$ cat src/rtl/pwr_state_pkg.sv
package pwr_state_pkg;
    localparam int ST_W = 4;

    typedef enum logic [ST_W-1:0] {
        ST_NORMAL      = 4'd0,
        ST_AUTO_HALT   = 4'd1,
        ST_STOP_GRANT  = 4'd2,
        ST_QUICK_START = 4'd3,
        ST_SLEEP       = 4'd4,
        ST_DEEP_SLEEP  = 4'd5,
        ST_FLUSH       = 4'd6,
        ST_BUS_INIT    = 4'd7,
        ST_SMM         = 4'd8
    } pwr_state_e;

    typedef struct packed {
        logic halt_cyc;
        logic stop_ack;
        logic flush_go;
    } pwr_pulse_t;
endpackage

$ cat src/rtl/pwr_phase_timer.sv
module pwr_phase_timer #(
    parameter int CW = 3
) (
    input  logic          clk_i,
    input  logic          rst_i,
    input  logic          load_i,
    input  logic [CW-1:0] load_val_i,
    output logic          done_o
);
    logic [CW-1:0] cnt_q;

    // Loaded on entry to a timed phase, then counts down to zero
    always_ff @(posedge clk_i) begin
        if (rst_i) begin
            cnt_q <= '0;
        end else if (load_i) begin
            cnt_q <= load_val_i;
        end else if (cnt_q != '0) begin
            cnt_q <= cnt_q - 1'b1;
        end
    end

    assign done_o = (cnt_q == '0);
endmodule

$ cat src/rtl/pwr_next_state.sv
module pwr_next_state
    import pwr_state_pkg::*;
#(
    parameter int CW            = 3,
    parameter int FLUSH_CYCLES  = 4,
    parameter int BINIT_CYCLES  = 3,
    parameter int SMM_CYCLES    = 5
) (
    input  pwr_state_e    cur_i,
    input  logic          from_halt_i,
    input  pwr_state_e    flush_ret_i,
    input  logic          strap_qs_i,
    input  logic          halt_i,
    input  logic          stop_req_i,
    input  logic          sleep_req_i,
    input  logic          clk_off_i,
    input  logic          bus_init_i,
    input  logic          flush_req_i,
    input  logic          smi_i,
    input  logic          smm_ret_halt_i,
    input  logic          tmr_done_i,
    output pwr_state_e    nxt_o,
    output logic          nxt_from_halt_o,
    output pwr_state_e    nxt_flush_ret_o,
    output pwr_pulse_t    pulse_o,
    output logic          tmr_load_o,
    output logic [CW-1:0] tmr_val_o
);
    localparam logic [CW-1:0] FLUSH_LD = CW'(FLUSH_CYCLES - 1);
    localparam logic [CW-1:0] BINIT_LD = CW'(BINIT_CYCLES - 1);
    localparam logic [CW-1:0] SMM_LD   = CW'(SMM_CYCLES - 1);

    pwr_state_e stop_tgt;
    pwr_state_e resume_tgt;

    assign stop_tgt   = strap_qs_i  ? ST_QUICK_START : ST_STOP_GRANT;
    assign resume_tgt = from_halt_i ? ST_AUTO_HALT   : ST_NORMAL;

    always_comb begin
        nxt_o           = cur_i;
        nxt_from_halt_o = from_halt_i;
        nxt_flush_ret_o = flush_ret_i;
        pulse_o         = '0;
        tmr_load_o      = 1'b0;
        tmr_val_o       = '0;
        unique case (cur_i)
            ST_NORMAL: begin
                if (stop_req_i) begin
                    nxt_o            = stop_tgt;
                    nxt_from_halt_o  = 1'b0;
                    pulse_o.stop_ack = 1'b1;
                end else if (smi_i) begin
                    nxt_o      = ST_SMM;
                    tmr_load_o = 1'b1;
                    tmr_val_o  = SMM_LD;
                end else if (halt_i) begin
                    nxt_o            = ST_AUTO_HALT;
                    pulse_o.halt_cyc = 1'b1;
                end
            end
            ST_AUTO_HALT: begin
                if (stop_req_i) begin
                    nxt_o            = stop_tgt;
                    nxt_from_halt_o  = 1'b1;
                    pulse_o.stop_ack = 1'b1;
                end else if (smi_i) begin
                    nxt_o      = ST_SMM;
                    tmr_load_o = 1'b1;
                    tmr_val_o  = SMM_LD;
                end else if (flush_req_i) begin
                    nxt_o            = ST_FLUSH;
                    nxt_flush_ret_o  = ST_AUTO_HALT;
                    pulse_o.flush_go = 1'b1;
                    tmr_load_o       = 1'b1;
                    tmr_val_o        = FLUSH_LD;
                end
            end
            ST_STOP_GRANT: begin
                if (!stop_req_i) begin
                    nxt_o = resume_tgt;
                end else if (bus_init_i) begin
                    nxt_o      = ST_BUS_INIT;
                    tmr_load_o = 1'b1;
                    tmr_val_o  = BINIT_LD;
                end else if (flush_req_i) begin
                    nxt_o            = ST_FLUSH;
                    nxt_flush_ret_o  = ST_STOP_GRANT;
                    pulse_o.flush_go = 1'b1;
                    tmr_load_o       = 1'b1;
                    tmr_val_o        = FLUSH_LD;
                end else if (sleep_req_i) begin
                    nxt_o = ST_SLEEP;
                end
            end
            ST_QUICK_START: begin
                if (!stop_req_i) begin
                    nxt_o = resume_tgt;
                end else if (clk_off_i) begin
                    nxt_o = ST_DEEP_SLEEP;
                end
            end
            ST_SLEEP: begin
                if (!sleep_req_i) begin
                    nxt_o = ST_STOP_GRANT;
                end
            end
            ST_DEEP_SLEEP: begin
                if (!clk_off_i) begin
                    nxt_o = ST_QUICK_START;
                end
            end
            ST_FLUSH: begin
                if (tmr_done_i) begin
                    nxt_o = flush_ret_i;
                end
            end
            ST_BUS_INIT: begin
                if (tmr_done_i) begin
                    nxt_o           = stop_req_i ? ST_STOP_GRANT : ST_NORMAL;
                    nxt_from_halt_o = 1'b0;
                end
            end
            ST_SMM: begin
                if (tmr_done_i) begin
                    nxt_o = smm_ret_halt_i ? ST_AUTO_HALT : ST_NORMAL;
                end
            end
            default: begin
                nxt_o = ST_NORMAL;
            end
        endcase
    end
endmodule

$ cat src/rtl/pwr_pulse_reg.sv
module pwr_pulse_reg
    import pwr_state_pkg::*;
(
    input  logic       clk_i,
    input  logic       rst_i,
    input  pwr_pulse_t pulse_i,
    output logic       halt_cyc_o,
    output logic       stop_ack_o,
    output logic       flush_go_o
);
    pwr_pulse_t pulse_q;

    always_ff @(posedge clk_i) begin
        if (rst_i) begin
            pulse_q <= '0;
        end else begin
            pulse_q <= pulse_i;
        end
    end

    assign halt_cyc_o = pulse_q.halt_cyc;
    assign stop_ack_o = pulse_q.stop_ack;
    assign flush_go_o = pulse_q.flush_go;
endmodule

$ cat src/rtl/pwr_state_ctrl.sv
module pwr_state_ctrl
    import pwr_state_pkg::*;
#(
    parameter int FLUSH_CYCLES = 4,
    parameter int BINIT_CYCLES = 3,
    parameter int SMM_CYCLES   = 5
) (
    input  logic            clk_i,
    input  logic            core_rst_i,
    input  logic            strap_qs_i,
    input  logic            halt_i,
    input  logic            stop_req_i,
    input  logic            sleep_req_i,
    input  logic            clk_off_i,
    input  logic            bus_init_i,
    input  logic            flush_req_i,
    input  logic            smi_i,
    input  logic            smm_ret_halt_i,
    output logic [ST_W-1:0] state_o,
    output logic            halt_cyc_o,
    output logic            stop_ack_o,
    output logic            flush_go_o
);
    localparam int MAX_A = (FLUSH_CYCLES > BINIT_CYCLES) ? FLUSH_CYCLES : BINIT_CYCLES;
    localparam int MAX_C = (MAX_A > SMM_CYCLES) ? MAX_A : SMM_CYCLES;
    localparam int CW    = (MAX_C < 2) ? 1 : $clog2(MAX_C);

    pwr_state_e    cur_q, nxt;
    pwr_state_e    flush_ret_q, nxt_flush_ret;
    logic          from_halt_q, nxt_from_halt;
    pwr_pulse_t    pulse;
    logic          tmr_load, tmr_done;
    logic [CW-1:0] tmr_val;

    pwr_next_state #(
        .CW           (CW),
        .FLUSH_CYCLES (FLUSH_CYCLES),
        .BINIT_CYCLES (BINIT_CYCLES),
        .SMM_CYCLES   (SMM_CYCLES)
    ) u_next (
        .cur_i           (cur_q),
        .from_halt_i     (from_halt_q),
        .flush_ret_i     (flush_ret_q),
        .strap_qs_i      (strap_qs_i),
        .halt_i          (halt_i),
        .stop_req_i      (stop_req_i),
        .sleep_req_i     (sleep_req_i),
        .clk_off_i       (clk_off_i),
        .bus_init_i      (bus_init_i),
        .flush_req_i     (flush_req_i),
        .smi_i           (smi_i),
        .smm_ret_halt_i  (smm_ret_halt_i),
        .tmr_done_i      (tmr_done),
        .nxt_o           (nxt),
        .nxt_from_halt_o (nxt_from_halt),
        .nxt_flush_ret_o (nxt_flush_ret),
        .pulse_o         (pulse),
        .tmr_load_o      (tmr_load),
        .tmr_val_o       (tmr_val)
    );

    pwr_phase_timer #(.CW(CW)) u_timer (
        .clk_i      (clk_i),
        .rst_i      (core_rst_i),
        .load_i     (tmr_load),
        .load_val_i (tmr_val),
        .done_o     (tmr_done)
    );

    // State register: reset lands in Stop Grant while a stop request is held
    // with the Stop Grant strap selected
    always_ff @(posedge clk_i) begin
        if (core_rst_i) begin
            cur_q       <= (stop_req_i && !strap_qs_i) ? ST_STOP_GRANT : ST_NORMAL;
            from_halt_q <= 1'b0;
            flush_ret_q <= ST_NORMAL;
        end else begin
            cur_q       <= nxt;
            from_halt_q <= nxt_from_halt;
            flush_ret_q <= nxt_flush_ret;
        end
    end

    // Output process: registered request pulses
    pwr_pulse_reg u_pulse (
        .clk_i      (clk_i),
        .rst_i      (core_rst_i),
        .pulse_i    (pulse),
        .halt_cyc_o (halt_cyc_o),
        .stop_ack_o (stop_ack_o),
        .flush_go_o (flush_go_o)
    );

    assign state_o = cur_q;
endmodule

$ cat config.mk
export PLATFORM = sky130hd
export DESIGN_NAME = pwr_state_ctrl
export DESIGN_NICKNAME = d
export VERILOG_FILES = /design/src/rtl/pwr_state_pkg.sv /design/src/rtl/pwr_phase_timer.sv /design/src/rtl/pwr_next_state.sv /design/src/rtl/pwr_pulse_reg.sv /design/src/rtl/pwr_state_ctrl.sv
export SDC_FILE = /design/constraint.sdc
export NUM_CORES = 1
export LEC_CHECK = 0
export BUFFER_PORTS_ARGS = -buffer_cell sky130_fd_sc_hd__buf_2
export CAP_MARGIN = 20
export CORE_MARGIN = 2
export CORE_UTILIZATION = 55
export DETAILED_ROUTE_END_ITERATION = 7
export PLACE_DENSITY = 0.9
export SLEW_MARGIN = 10
export SYNTH_ARGS = -nofsm -noshare
export SYNTH_HDL_FRONTEND = slang
export SYNTH_HIERARCHICAL = 1
export SYNTH_SLANG_ARGS = --single-unit
$ cat constraint.sdc
create_clock -name clk_i -period 3 [get_ports clk_i]
set_input_delay 0.15 -clock clk_i [delete_from_list [all_inputs] [get_ports clk_i]]
set_output_delay 0.15 -clock clk_i [all_outputs]
set_load 0.005 [all_outputs]
After elaboration in Yosys (flattened, before gate mapping)
Index checks and enable logic that the tools add are counted.
W data, S select, Z words.
Word-level totals
  word-level logic and storage cells: 110
  register bits after elaboration: 15
  bits of input ports: 11
Cells by class
  multiplexer cells: 60
  add/sub/neg operators: 1
  reductions and logical operators: 14
  bitwise logic cells: 2
  eq/ne operators: 26
Operators with widths (number)
  $mux W4: 24
  $pmux W4 S9: 1
  $mux W3: 7
  $mux W1: 19
  $ne A2 B2 Y1 const B: 9
  $eq A4 B3 Y1 const B: 4
  $ne A3 B3 Y1 const B: 5
  $ne A5 B5 Y1 const B: 2
  $pmux W3 S3: 1
  $reduce_and A9 Y1: 1
  $eq A4 B2 Y1 const B: 2
  $mux W2: 4
  $pmux W4 S2: 1
  $reduce_and A7 Y1: 1
  $ne A6 B6 Y1 const B: 1
  $pmux W1 S3: 2
  $reduce_bool A3 Y1: 2
  $eq A4 B1 Y1 const B: 1
  $eq A4 B4 Y1 const B: 1
  $logic_not A4 Y1: 1
  $ne A4 B4 Y1 const B: 1
  $reduce_and A4 Y1: 1
  $reduce_bool A2 Y1: 2
  $reduce_or A2 Y1: 2
  other kinds (7): 8

Longest topological paths before layout
  depth after elaboration: 6
  depth in mapped cells: 10
  mapped depth without buffers: 9

Cells and area by module
The synthesis kept the hierarchy.
Modules (own cells, without submodules)
  pwr_next_state: instances 1, cells each 79, area an instance 495.5 um^2
  pwr_state_ctrl: instances 1, cells each 20, area an instance 266.5 um^2
  pwr_phase_timer: instances 1, cells each 22, area an instance 206.4 um^2
  pwr_pulse_reg: instances 1, cells each 6, area an instance 78.8 um^2

Least setup slack after synthesis
Ideal clock, no wire load.
  path kind: reg-to-reg
  start: register cur_q[0] (netlist: state_o[0])
  end: register u_timer.cnt_q[0]
  cell stages (with the launch flop): 7
  data arrival time: 1715 ps
  required time: 2888 ps
  period minus slack after synthesis: 1828 ps
  setup time: 112 ps
  slack: 1172 ps
  cell sequence: dfxtp_1 -> clkbuf_1 -> nor3_1 -> a21oi_1 -> o21bai_1 -> nor2b_1 -> a2111oi_1
Between the ends
  longest elaborated chain between the ends: 3
  elaborated cells on any way between the ends: 7
  classes of those cells: 2 x eq/ne; 3 x mux; 2 x reduce/logical
RTL lines
  start: declaration: RTL line pwr_state_ctrl.sv:28  | pwr_state_e cur_q, nxt;
  start signal: assignment: RTL line pwr_state_ctrl.sv:74  | cur_q <= (stop_req_i && !strap_qs_i) ? ST_STOP_GRANT : ST_NORMAL;
  start signal: assignment: RTL line pwr_state_ctrl.sv:78  | cur_q <= nxt;
  $eq A4 B2 Y1, or another cell as far along: RTL line pwr_next_state.sv:46  | unique case (cur_i)
  $pmux W1 S3 *: RTL line pwr_next_state.sv:46
  named net tmr_load: RTL line pwr_state_ctrl.sv:32  | logic tmr_load, tmr_done;
  $mux W3 or $reduce_bool A2 Y1 (tied branches)
  end signal: assignment: RTL line pwr_phase_timer.sv:17  | cnt_q <= load_val_i;
  end signal: assignment: RTL line pwr_phase_timer.sv:19  | cnt_q <= cnt_q - 1'b1;
  end: declaration: RTL line pwr_phase_timer.sv:10  | logic [CW-1:0] cnt_q;
The timed path passes the listed nets; every way through them passes the cells marked *.
A chain may end at the register's enable or synchronous reset.

Worst setup path after layout
  start: register cur_q[1] (netlist: state_o[1])
  end: register u_timer.cnt_q[0]
The elaborated chain is that of the path after synthesis.

==> metrics <==
Worst R2R End u_timer/cnt_q[0]; CP cell instances nand2b_1 -> nor3_1 -> a21oi_1 -> o21bai_1 -> nor2b_1 -> a2111oi_1; synth-to-layout area growth 9.80%; FFs w/ async S/R, synth 0%; Vias 1,023; Total Power 0.670 mW; post-synthesis mux area share 1.91%; initial antenna violation count 0; area of the core 1760 um2; syn_nets 140; Switch Pwr 0.262 mW; total global-route track usage 22.9%; Pre-antenna DRT Iters 4; reg-to-reg slack, setup 0.59 ns; WP data required 3.17 ns; reg2reg path depth 6; adder-cell share of the synthesized area 2.39%; hpwl dp 1.63 mm; GPL Wtd Cong 0.901; post-CTS sizing 0; DRC Markers 0; hold depth 3; HP Start strap_qs_i; Synth Register Bits 15; Place WS 0.710 ns; Final period util 80.3%; Critical Path Max Stage Delay 0.69 ns; clk slew on worst S/H paths 0.10 ns; Worst Clk Skew 0.00585 ns; Peak Freq 415 MHz; worst hold endpoint state_o[1]; clk buf depth 2; post-synth top area share 28.7%; Core Util, Final 65.2%; Hold/Removal Path Class input pin to flip-flop; Seq/Total Area, Yosys 28.7%; Final Hold Vio Count 0; Tightest Pin Transition 0.568 ns; ratio of cells with drive above 1 in the final layout 23.6%; Root Buffer clkbuf_4; Switching Fraction 39.1%; I/O Buffers 17; most used cells in the layout excluding fill and tap cells 17 x buf_2, 15 x dfxtp_1, 11 x inv_1, 11 x nor2b_1, 8 x and2b_2; Total Neg Setup Slack 0 ns; final wirelength 2.29 mm; Die H 47.6 um; largest cells by area after synthesis dfxtp_1 29%, and2b_2 6.7%, nor2b_1 6.6%, inv_1 3.9%, nand2_1 2.5%; Buf+Inv Stages, Crit Path 0; DIE AREA 2270 um2; CP Class flip-flop to flip-flop; Ports 18; worst r2r src state_o[1]; antenna fix cells 0; Synth cell types 45; status complete, no violations; RSZ-0062 raised after global routing no; FP Rows 15; worst skew pair latency 0.29 ns; PnR worst setup slack 0.592 ns; xor/xnor cell area share of the yosys netlist 0%; number of synthesized flops with an enable pin 0; leading cell type in the layout, fill and taps excluded buf_2; worst vdd ir 0.378 mV; type of origin of the critical path flip-flop; Slew HR 62.0%; Final Setup Violations 0; YS warnings 6; synthesized cell area 1050 um2; Layout fillers 171; CP delay by family, top compound AO/OA/AOI/OAI gates; H-Tree Depth 1; Cells after Synth 127; worst path arrival time 2.57 ns; DRT iter0 DRCs 60; max cap viols 0; nets@finish 154; crit end category flip-flop; Clk pwr share 17.7%; combinational share of power 40.9%; largest net degree at the start of global routing 20; largest family of logic cells by synthesized area simple AND/OR/NAND/NOR gates; DIE WIDTH 47.6 um; Antenna Nets Post-Route 0; PwrDens 583 nW/um2; # clock sinks 15; CTS Buf Count 3; Static Leak 0.498 nW; Post-CTS Setup Repair Bufs 0; post-synthesis compound-gate area fraction 21.6%; Crit-path slowest cell dfxtp_1; Vias/cell 6.20; max-slew violations 0; worst-path fanout max 19; Simple-Gate Fraction of Synth Area 37.5%; routed len/inst 13.9 um; hold buffers post-CTS 0; Final min period 2.41 ns; Post-Synthesis Mean Instance Area 8.25 um2; sequential power share 41.4%; Critical path origin state_o[1]; Yosys top cell by area dfxtp_1; GRT Residual Overflow 0; vias in the first global route 827; TritonCTS clock tree yes; Post-synth top flop dfxtp_1; first-pass GRT wire length 3.62 mm; Initial Util 59.4%; Internal Pwr Total 0.408 mW
-- worst min-delay path, stage by stage --
cell      delay (ns)
buf_2           0.10
nand3b_1        0.09
o21ai_0         0.06
-- metal layers --
layer | wire [um] | GRT usage, %
met3 | 217 | 6.79
met2 | 1070 | 34.9
met1 | 980 | 30.8
met5 | 0 | 0
met4 | 20 | 8.11
-- logic make-up after synthesis --
family,Yosys count
AOI/OAI and AO/OA,31
buffers and inverters,19
adders and majority gates,2
and+or+nand+nor,58
DFF,15
muxes,2
-- power groups by stage --
stage                     Combinational, mW  Sequential [mW]  Clock (mW)
after global placement                0.257            0.278           0
after detailed placement              0.269            0.280           0
final                                 0.274            0.277       0.119
after global routing                  0.308            0.282       0.134
after CTS                             0.271            0.276       0.124
after floorplan                       0.239            0.253           0
-- how the worst max path moves through the flow --
stage	end	slack [ns]	cells after the start
final	u_timer/cnt_q[0]	0.59	6
after global routing	u_timer/cnt_q[1]	0.48	6
after CTS	u_timer/cnt_q[0]	0.66	6
after detailed placement	u_timer/cnt_q[0]	0.71	6
after global placement	u_timer/cnt_q[0]	0.92	6
after floorplan	u_timer/cnt_q[0]	1.17	6
-- stage by stage --
step | instance area (um2) | instances | hold slack, ns
2_1_floorplan | 1050 | 127 | 0.218
3_3_place_gp | 1120 | 161 | 0.464
3_5_place_dp | 1120 | 161 | 0.470
4_1_cts | 1150 | 165 | 0.151
5_1_grt | 1150 | 165 | 0.176
6_report | 1150 | 165 | 0.158
-- cells in the mapped netlist, types with 3 or more instances --
library cell and instances:
nand2b_1 4, nand2_1 7, and2b_2 8, a21oi_1 5, a31oi_1 3, clkbuf_1 3
and2_1 3, a22o_1 3, dfxtp_1 15, o21ai_0 5, nor2_1 3, nor2b_1 11
buf_2 3, inv_1 11, nor4b_1 3, nor3_1 3
-- flip-flops by register name, indices dropped and copies added (netlist names) --
register            count
flush_ret_q             4
state_o                 4
u_timer/cnt_q           3
from_halt_q             1
u_pulse/flush_go_o      1
u_pulse/halt_cyc_o      1
u_pulse/stop_ack_o      1
-- layout make-up --
type	instances	area, um2	share of cell area (%)
tap	25	31.3	2.72
inverter	11	41.3	3.59
clock buffer	3	22.5	1.96
sequential	15	300	26.1
clock inverter	1	5.00	0.435
timing repair buffer	17	85.1	7.40
multi-input combinational	93	664	57.8
No activity file was read; power rests on OpenSTA's default activity.
